--- src/rtl/tx_triple_buf.sv ---
module tx_triple_buf #(
  parameter int NUM_BUF   = 3,
  parameter int IMG_BYTES = 13,
  parameter int ADDR_W    = 5,
  parameter int TS_W      = 16
) (
  input  logic                   clk,
  input  logic                   rst_n,
  input  logic                   bus_en,
  input  logic                   bus_wr,
  input  logic [ADDR_W-1:0]      bus_addr,
  input  logic [7:0]             bus_wdata,
  output logic [7:0]             bus_rdata,
  output logic                   irq,
  output logic                   tx_valid,
  output logic [1:0]             tx_buf,
  output logic [8*IMG_BYTES-1:0] tx_frame,
  input  logic                   tx_done
);
  localparam int IDX_W    = $clog2(NUM_BUF);
  localparam int SLOTS    = IMG_BYTES + 1;
  localparam int WIN_BASE = 16;
  localparam logic [ADDR_W-1:0] A_FLAG = ADDR_W'(0);
  localparam logic [ADDR_W-1:0] A_IEN  = ADDR_W'(1);
  localparam logic [ADDR_W-1:0] A_SEL  = ADDR_W'(2);

  logic [NUM_BUF-1:0] empty_q, ien_q, sel_q, sel_nxt, done_mask, w1c;
  logic [7:0]         mem [NUM_BUF][SLOTS];
  logic [TS_W-1:0]    ts  [NUM_BUF];
  logic [TS_W-1:0]    timer_q;
  logic               active_q;
  logic [IDX_W-1:0]   act_idx, best_idx, sel_idx;
  logic               any_ready;
  logic [7:0]         best_p;

  wire                 wr_hit  = bus_en && bus_wr;
  wire                 in_win  = bus_addr >= ADDR_W'(WIN_BASE);
  wire [ADDR_W-2:0]    win_off = bus_addr[ADDR_W-2:0];
  wire                 sel_any = |sel_q;
  wire                 blocked = active_q && (sel_idx == act_idx);
  wire                 win_we  = wr_hit && in_win && sel_any && !blocked &&
                                 (int'(win_off) < SLOTS);
  wire                 finish  = active_q && tx_done;

  assign irq      = |(empty_q & ien_q);
  assign tx_valid = active_q;
  assign tx_buf   = 2'(act_idx);
  assign w1c      = (wr_hit && bus_addr == A_FLAG) ? bus_wdata[NUM_BUF-1:0] : '0;

  always_comb begin
    sel_idx = '0;
    sel_nxt = '0;
    done_mask = '0;
    for (int i = NUM_BUF - 1; i >= 0; i--) begin
      if (sel_q[i]) sel_idx = IDX_W'(i);
      if (bus_wdata[i] && empty_q[i]) begin
        sel_nxt = '0;
        sel_nxt[i] = 1'b1;
      end
    end
    if (finish) done_mask[act_idx] = 1'b1;
  end

  always_comb begin
    any_ready = 1'b0;
    best_idx  = '0;
    best_p    = 8'hFF;
    for (int i = 0; i < NUM_BUF; i++) begin
      if (!empty_q[i] && (!any_ready || mem[i][IMG_BYTES] < best_p)) begin
        any_ready = 1'b1;
        best_idx  = IDX_W'(i);
        best_p    = mem[i][IMG_BYTES];
      end
    end
  end

  always_comb begin
    for (int k = 0; k < IMG_BYTES; k++) tx_frame[8*k +: 8] = mem[act_idx][k];
  end

  always_comb begin
    bus_rdata = '0;
    if (bus_addr == A_FLAG)      bus_rdata[NUM_BUF-1:0] = empty_q;
    else if (bus_addr == A_IEN)  bus_rdata[NUM_BUF-1:0] = ien_q;
    else if (bus_addr == A_SEL)  bus_rdata[NUM_BUF-1:0] = sel_q;
    else if (in_win && sel_any) begin
      if (int'(win_off) < SLOTS)       bus_rdata = mem[sel_idx][win_off];
      else if (int'(win_off) == SLOTS) bus_rdata = ts[sel_idx][TS_W-1 -: 8];
      else                             bus_rdata = ts[sel_idx][7:0];
    end
  end

  always_ff @(posedge clk or negedge rst_n) begin
    if (!rst_n) begin
      empty_q  <= '1;
      ien_q    <= '0;
      sel_q    <= '0;
      timer_q  <= '0;
      active_q <= 1'b0;
      act_idx  <= '0;
      for (int b = 0; b < NUM_BUF; b++) begin
        ts[b] <= '0;
        for (int k = 0; k < SLOTS; k++) mem[b][k] <= '0;
      end
    end else begin
      timer_q <= timer_q + 1'b1;
      empty_q <= (empty_q & ~w1c) | done_mask;
      if (wr_hit && bus_addr == A_IEN) ien_q <= bus_wdata[NUM_BUF-1:0];
      if (wr_hit && bus_addr == A_SEL) sel_q <= sel_nxt;
      if (win_we) mem[sel_idx][win_off] <= bus_wdata;
      if (finish) begin
        ts[act_idx] <= timer_q;
        active_q    <= 1'b0;
      end else if (!active_q && any_ready) begin
        active_q <= 1'b1;
        act_idx  <= best_idx;
      end
    end
  end

  assert_sel_onehot_R2: assert property (@(posedge clk) disable iff (!rst_n)
    $onehot0(sel_q));

  assert_sending_not_empty_R7: assert property (@(posedge clk) disable iff (!rst_n)
    tx_valid |-> !empty_q[act_idx]);

  assert_done_releases_R7: assert property (@(posedge clk) disable iff (!rst_n)
    (tx_valid && tx_done) |=> (!tx_valid && empty_q[$past(act_idx)]));

  assert_frame_frozen_R9: assert property (@(posedge clk) disable iff (!rst_n)
    (tx_valid && !tx_done) |=> (tx_valid && $stable(tx_frame) && $stable(tx_buf)));
endmodule

--- config.mk ---
export PLATFORM = sky130hd
export DESIGN_NAME = tx_triple_buf
export DESIGN_NICKNAME = d
export VERILOG_FILES = /design/src/rtl/tx_triple_buf.sv
export SDC_FILE = /design/constraint.sdc
export NUM_CORES = 1
export LEC_CHECK = 0
export ABC_AREA = 1
export BUFFER_PORTS_ARGS = -buffer_cell sky130_fd_sc_hd__buf_2
export CAP_MARGIN = 10
export CORE_UTILIZATION = 45
export CTS_CLUSTER_SIZE = 12
export DETAILED_ROUTE_END_ITERATION = 10
export GPL_TIMING_DRIVEN = 0
export PLACE_DENSITY = 0.67
export SLEW_MARGIN = 20
export SYNTH_ARGS = -nofsm -noshare
export SYNTH_HDL_FRONTEND = slang
export SYNTH_SLANG_ARGS = --single-unit
--- constraint.sdc ---
create_clock -name clk -period 6.9 [get_ports clk]
set_clock_uncertainty 0.1 [all_clocks]
set_input_delay 0.69 -clock clk [delete_from_list [all_inputs] [get_ports clk]]
set_output_delay 0.69 -clock clk [all_outputs]
set_load 0.01 [all_outputs]
==> results.toml <==
[global_routing]
grt-ovfl-total = 0
antenna_found_initial = 2
grt_use_total_pct = 40.52
grt_pass1_vias = 19960
grt_pass1_wl_mm = 136.2
grt_max_degree = 98

[worst_setup_path]
cp.buffers_inverters = 4
slowest_stage = "a41oi_1"
critPathCaptureType = "primary output"
crit_arrival_ns = 4.70
worst_ep_required_time_ns = 6.11
cp_max_fo = 10
reg2reg_slack_ns = 2.94
crit_family = "buffers and inverters"
crit_chain = "buf_2 > nand2_1 > inv_1 > clkbuf_1 > nand3_1 > a41oi_1 > a311oi_1 > a211oi_1 > nor3_1 > buf_2"
cp_common_cell = "buf_2"
criticalPathCategory = "primary input to primary output"
start_kind = "primary input"
slowest_delay_ns = 1.01

[die]
boundaryPins = 134
start_util_pct = 45.81
die_w_um = 214.4
rows = 77
dieArea_mm2 = 0.04597
core-area_mm2 = 0.04432
die_h_um = 214.4

[pwr]
p_sw_uw = 2770
p_seq_share_pct = 38.9
p_leak_uw = 0.01066
clockPowerShare_pct = 34.5
p_total_uw = 7405
p_int_uw = 4635
irDropWorstVdd_mv = 0.1753
comb_power_share_pct = 26.6
swShare_pct = 37.41
powerDensity_mw_per_mm2 = 316.8

[synth]
yosysSeqAreaShare_pct = 50.80
synth_area_mm2 = 0.02030
syn_nets = 2593
syn_avg_cell_area_um2 = 7.931
ys_seq_elements = 412
async_reset_ff_share_pct = 100.0
synth_cell_types = 40
syn_inst = 2560
synth_edf_count = 0
synth_ff_type = "dfrtp_1"
yosysWarningCount = 0

[routing]
wl_met2_mm = 37.95
vias = 21280
ant_nets = 0
avgViaCountPerCell = 6.309
finalWirelength_mm = 93.75
routedWlPerCell_um = 27.80
route.detailed.drc = 0
top_layer = "met4"
wl_met1_mm = 37.12
firstDrtPassIters = 6
wl_met3_mm = 12.91
dr.first_iter.drc_count = 3229

[sta]
finalWorstSetupSlack_ns = 1.413
max_freq_mhz = 182.2
period_share_pct = 79.53
tightest_slew_ns = 1.218
slew_viol_final = 0
rsz0062_at_grt = "no"
timing.slew.headroom_pct = 18.77
holdWs_ns = 0.2000
setup_viol = 0
hold_violations = 0
period_minus_slack_ns = 5.487

[cells_and_area]
fillCellCount = 4348
stdcell_area_mm2 = 0.02337
antenna_cells = 0
final_layout_size_suffix_gt1_share_pct = 10.07
fin_nets = 2779
area_growth_pct = 15.13

[clock_network]
h-tree-depth = 2
cts_resized = 0
tritoncts = "built"
clk_latency_ns = 0.59
cts.sinks = 412
cts_buffer_depth = 3
clock-root-buffer = "clkbuf_16"
cts-buffers-inserted = 46
path_clk_slew_ns = 0.06

[status]
status = "finished clean"

[place]
place_area_mm2 = 0.02183
hpwlAfterDp_mm = 66.35
portBuffers = 133
place_ws_ns = 2.040
gp_congestion = 1.049

[hold_path]
hold_path_class = "primary input to flop"

[job]
cap_violations = 0
[cells in the mapped netlist (all sizes together), types with 8 or more instances]
library cell    n  area, um^2
o21ai         441        2207
o211ai         30       225.2
o311ai         15       131.4
dfrtp         409       10230
clkbuf        131       491.7
nor2           96       372.9
o22ai          44       275.3
nand4          10       62.56
inv            76       285.3
xor2           14       122.6
nand3         115       575.6
a22oi          68       510.5
nor3           12       71.32
a41oi          19       166.4
nand2         943        3580
buf            47       246.5
nor4            8       50.05
ha             15       187.7
a21oi          28       140.1
[final cells by class]
type / instances / area (um^2) / share of cell area [%]
Timing Repair Buffer: 138 / 795.8 / 3.404
Tap cell: 592 / 740.7 / 3.169
Inverter: 78 / 292.8 / 1.253
Clock buffer: 73 / 1374 / 5.877
Clock inverter: 10 / 153.9 / 0.6584
Buffer: 178 / 738.2 / 3.158
Sequential cell: 412 / 10310 / 44.12
Multi-Input combinational cell: 1892 / 8966 / 38.36
[state kept, by name, summed over array words and instances (netlist names)]
signal,count
ts,48
sel_q,3
timer_q,16
tx_buf,2
mem,336
ien_q,3
tx_valid,1
empty_q,3
[timing repair]
item | 4_1_cts | 5_1_grt
buffers inserted | 0 | 0
hold buffers | 1 | 0
hold endpoints to repair | 50 | 0
[per-stage QoR]
| step | util [%] | TNS, ns | cells |
|---|---|---|---|
| 2_1_floorplan | - | 0 | 2560 |
| 3_3_place_gp | 48.99 | -1268.70 | 3285 |
| 3_5_place_dp | 49.26 | 0 | 3289 |
| 4_1_cts | 52.73 | 0 | 3373 |
| 5_1_grt | 52.74 | 0 | 3373 |
| 6_report | 52.74 | 0 | 3373 |
[final timing paths]
| kind | startpoint | end | cells after the start |
|---|---|---|---|
| min in group asynchronous | rst_n | mem[277] | 2 |
| min | tx_done | tx_valid | 2 |
| max in group asynchronous | rst_n | mem[333] | 4 |
| max | bus_addr[0] | bus_rdata[6] | 10 |
| min reg2reg | ts[44] | ts[44] | 2 |
| max reg2reg | empty_q[0] | tx_buf[0] | 19 |
[kinds of logic (layout without fill, tap and decap cells)]
kind of cell | after synthesis | count (layout) | share of synthesized area, %
AND/OR/NAND/NOR | 1190 | 1190 | 23.40
AO/OA/AOI/OAI | 672 | 672 | 19.15
flip-flops | 412 | 412 | 50.80
buffers and inverters | 256 | 477 | 5.078
adder cells (fa/ha/maj) | 15 | 15 | 0.9244
XOR/XNOR | 15 | 15 | 0.6471
[worst reg2reg max path: stages (launching register included)]
cell	delay (ns)
dfstp_2	0.56
clkbuf_1	0.46
nor2_1	0.15
ha_1	0.35
nand2_1	0.06
o21a_1	0.18
nand2_1	0.09
nand2_1	0.07
nand2_1	0.22
clkbuf_1	0.36
o21ai_0	0.17
ha_1	0.31
a21oi_1	0.13
nor2_1	0.05
a211oi_1	0.18
nand2_1	0.14
nand2_1	0.10
nand2_1	0.05
nand2_1	0.05
nand2_1	0.04
[cells in the final DEF (no fill, tap or decap), drive strengths merged, types with 2 or more instances in the layout]
cell | synthesis | routed
a211oi | 6 | 6
a21oi | 28 | 28
a221oi | 5 | 5
a22oi | 68 | 68
a311oi | 5 | 5
a41oi | 19 | 19
buf | 47 | 184
bufinv | 0 | 4
clkbuf | 131 | 204
clkinv | 2 | 7
dfrtp | 409 | 409
dfstp | 3 | 3
ha | 15 | 15
inv | 76 | 77
nand2 | 943 | 943
nand3 | 115 | 115
nand4 | 10 | 10
nor2 | 96 | 96
nor3 | 12 | 12
nor4 | 8 | 8
o2111ai | 6 | 6
o211ai | 30 | 30
o21a | 2 | 2
o21ai | 441 | 441
o22ai | 44 | 44
o311ai | 15 | 15
or2 | 5 | 5
xor2 | 14 | 14
[metal layers]
layer | GRT usage (%) | vias up
li1 | - | 9029
met1 | 56.22 | 10340
met2 | 55.66 | 1618
met3 | 13.01 | 292
met4 | 22.52 | 0
met5 | 0 | -
[power by group through the flow]
stage               Sequential (uW)  Clock (uW)  Combinational (uW)
finish                         2880        2560                1970
global placement               2900           0                1830
floorplan                      2840           0                 997
global route                   2900        2640                2050
detailed placement             2910           0                1860
CTS                            2870        2550                1870
Note: power is estimated with default switching activity, not from simulation.
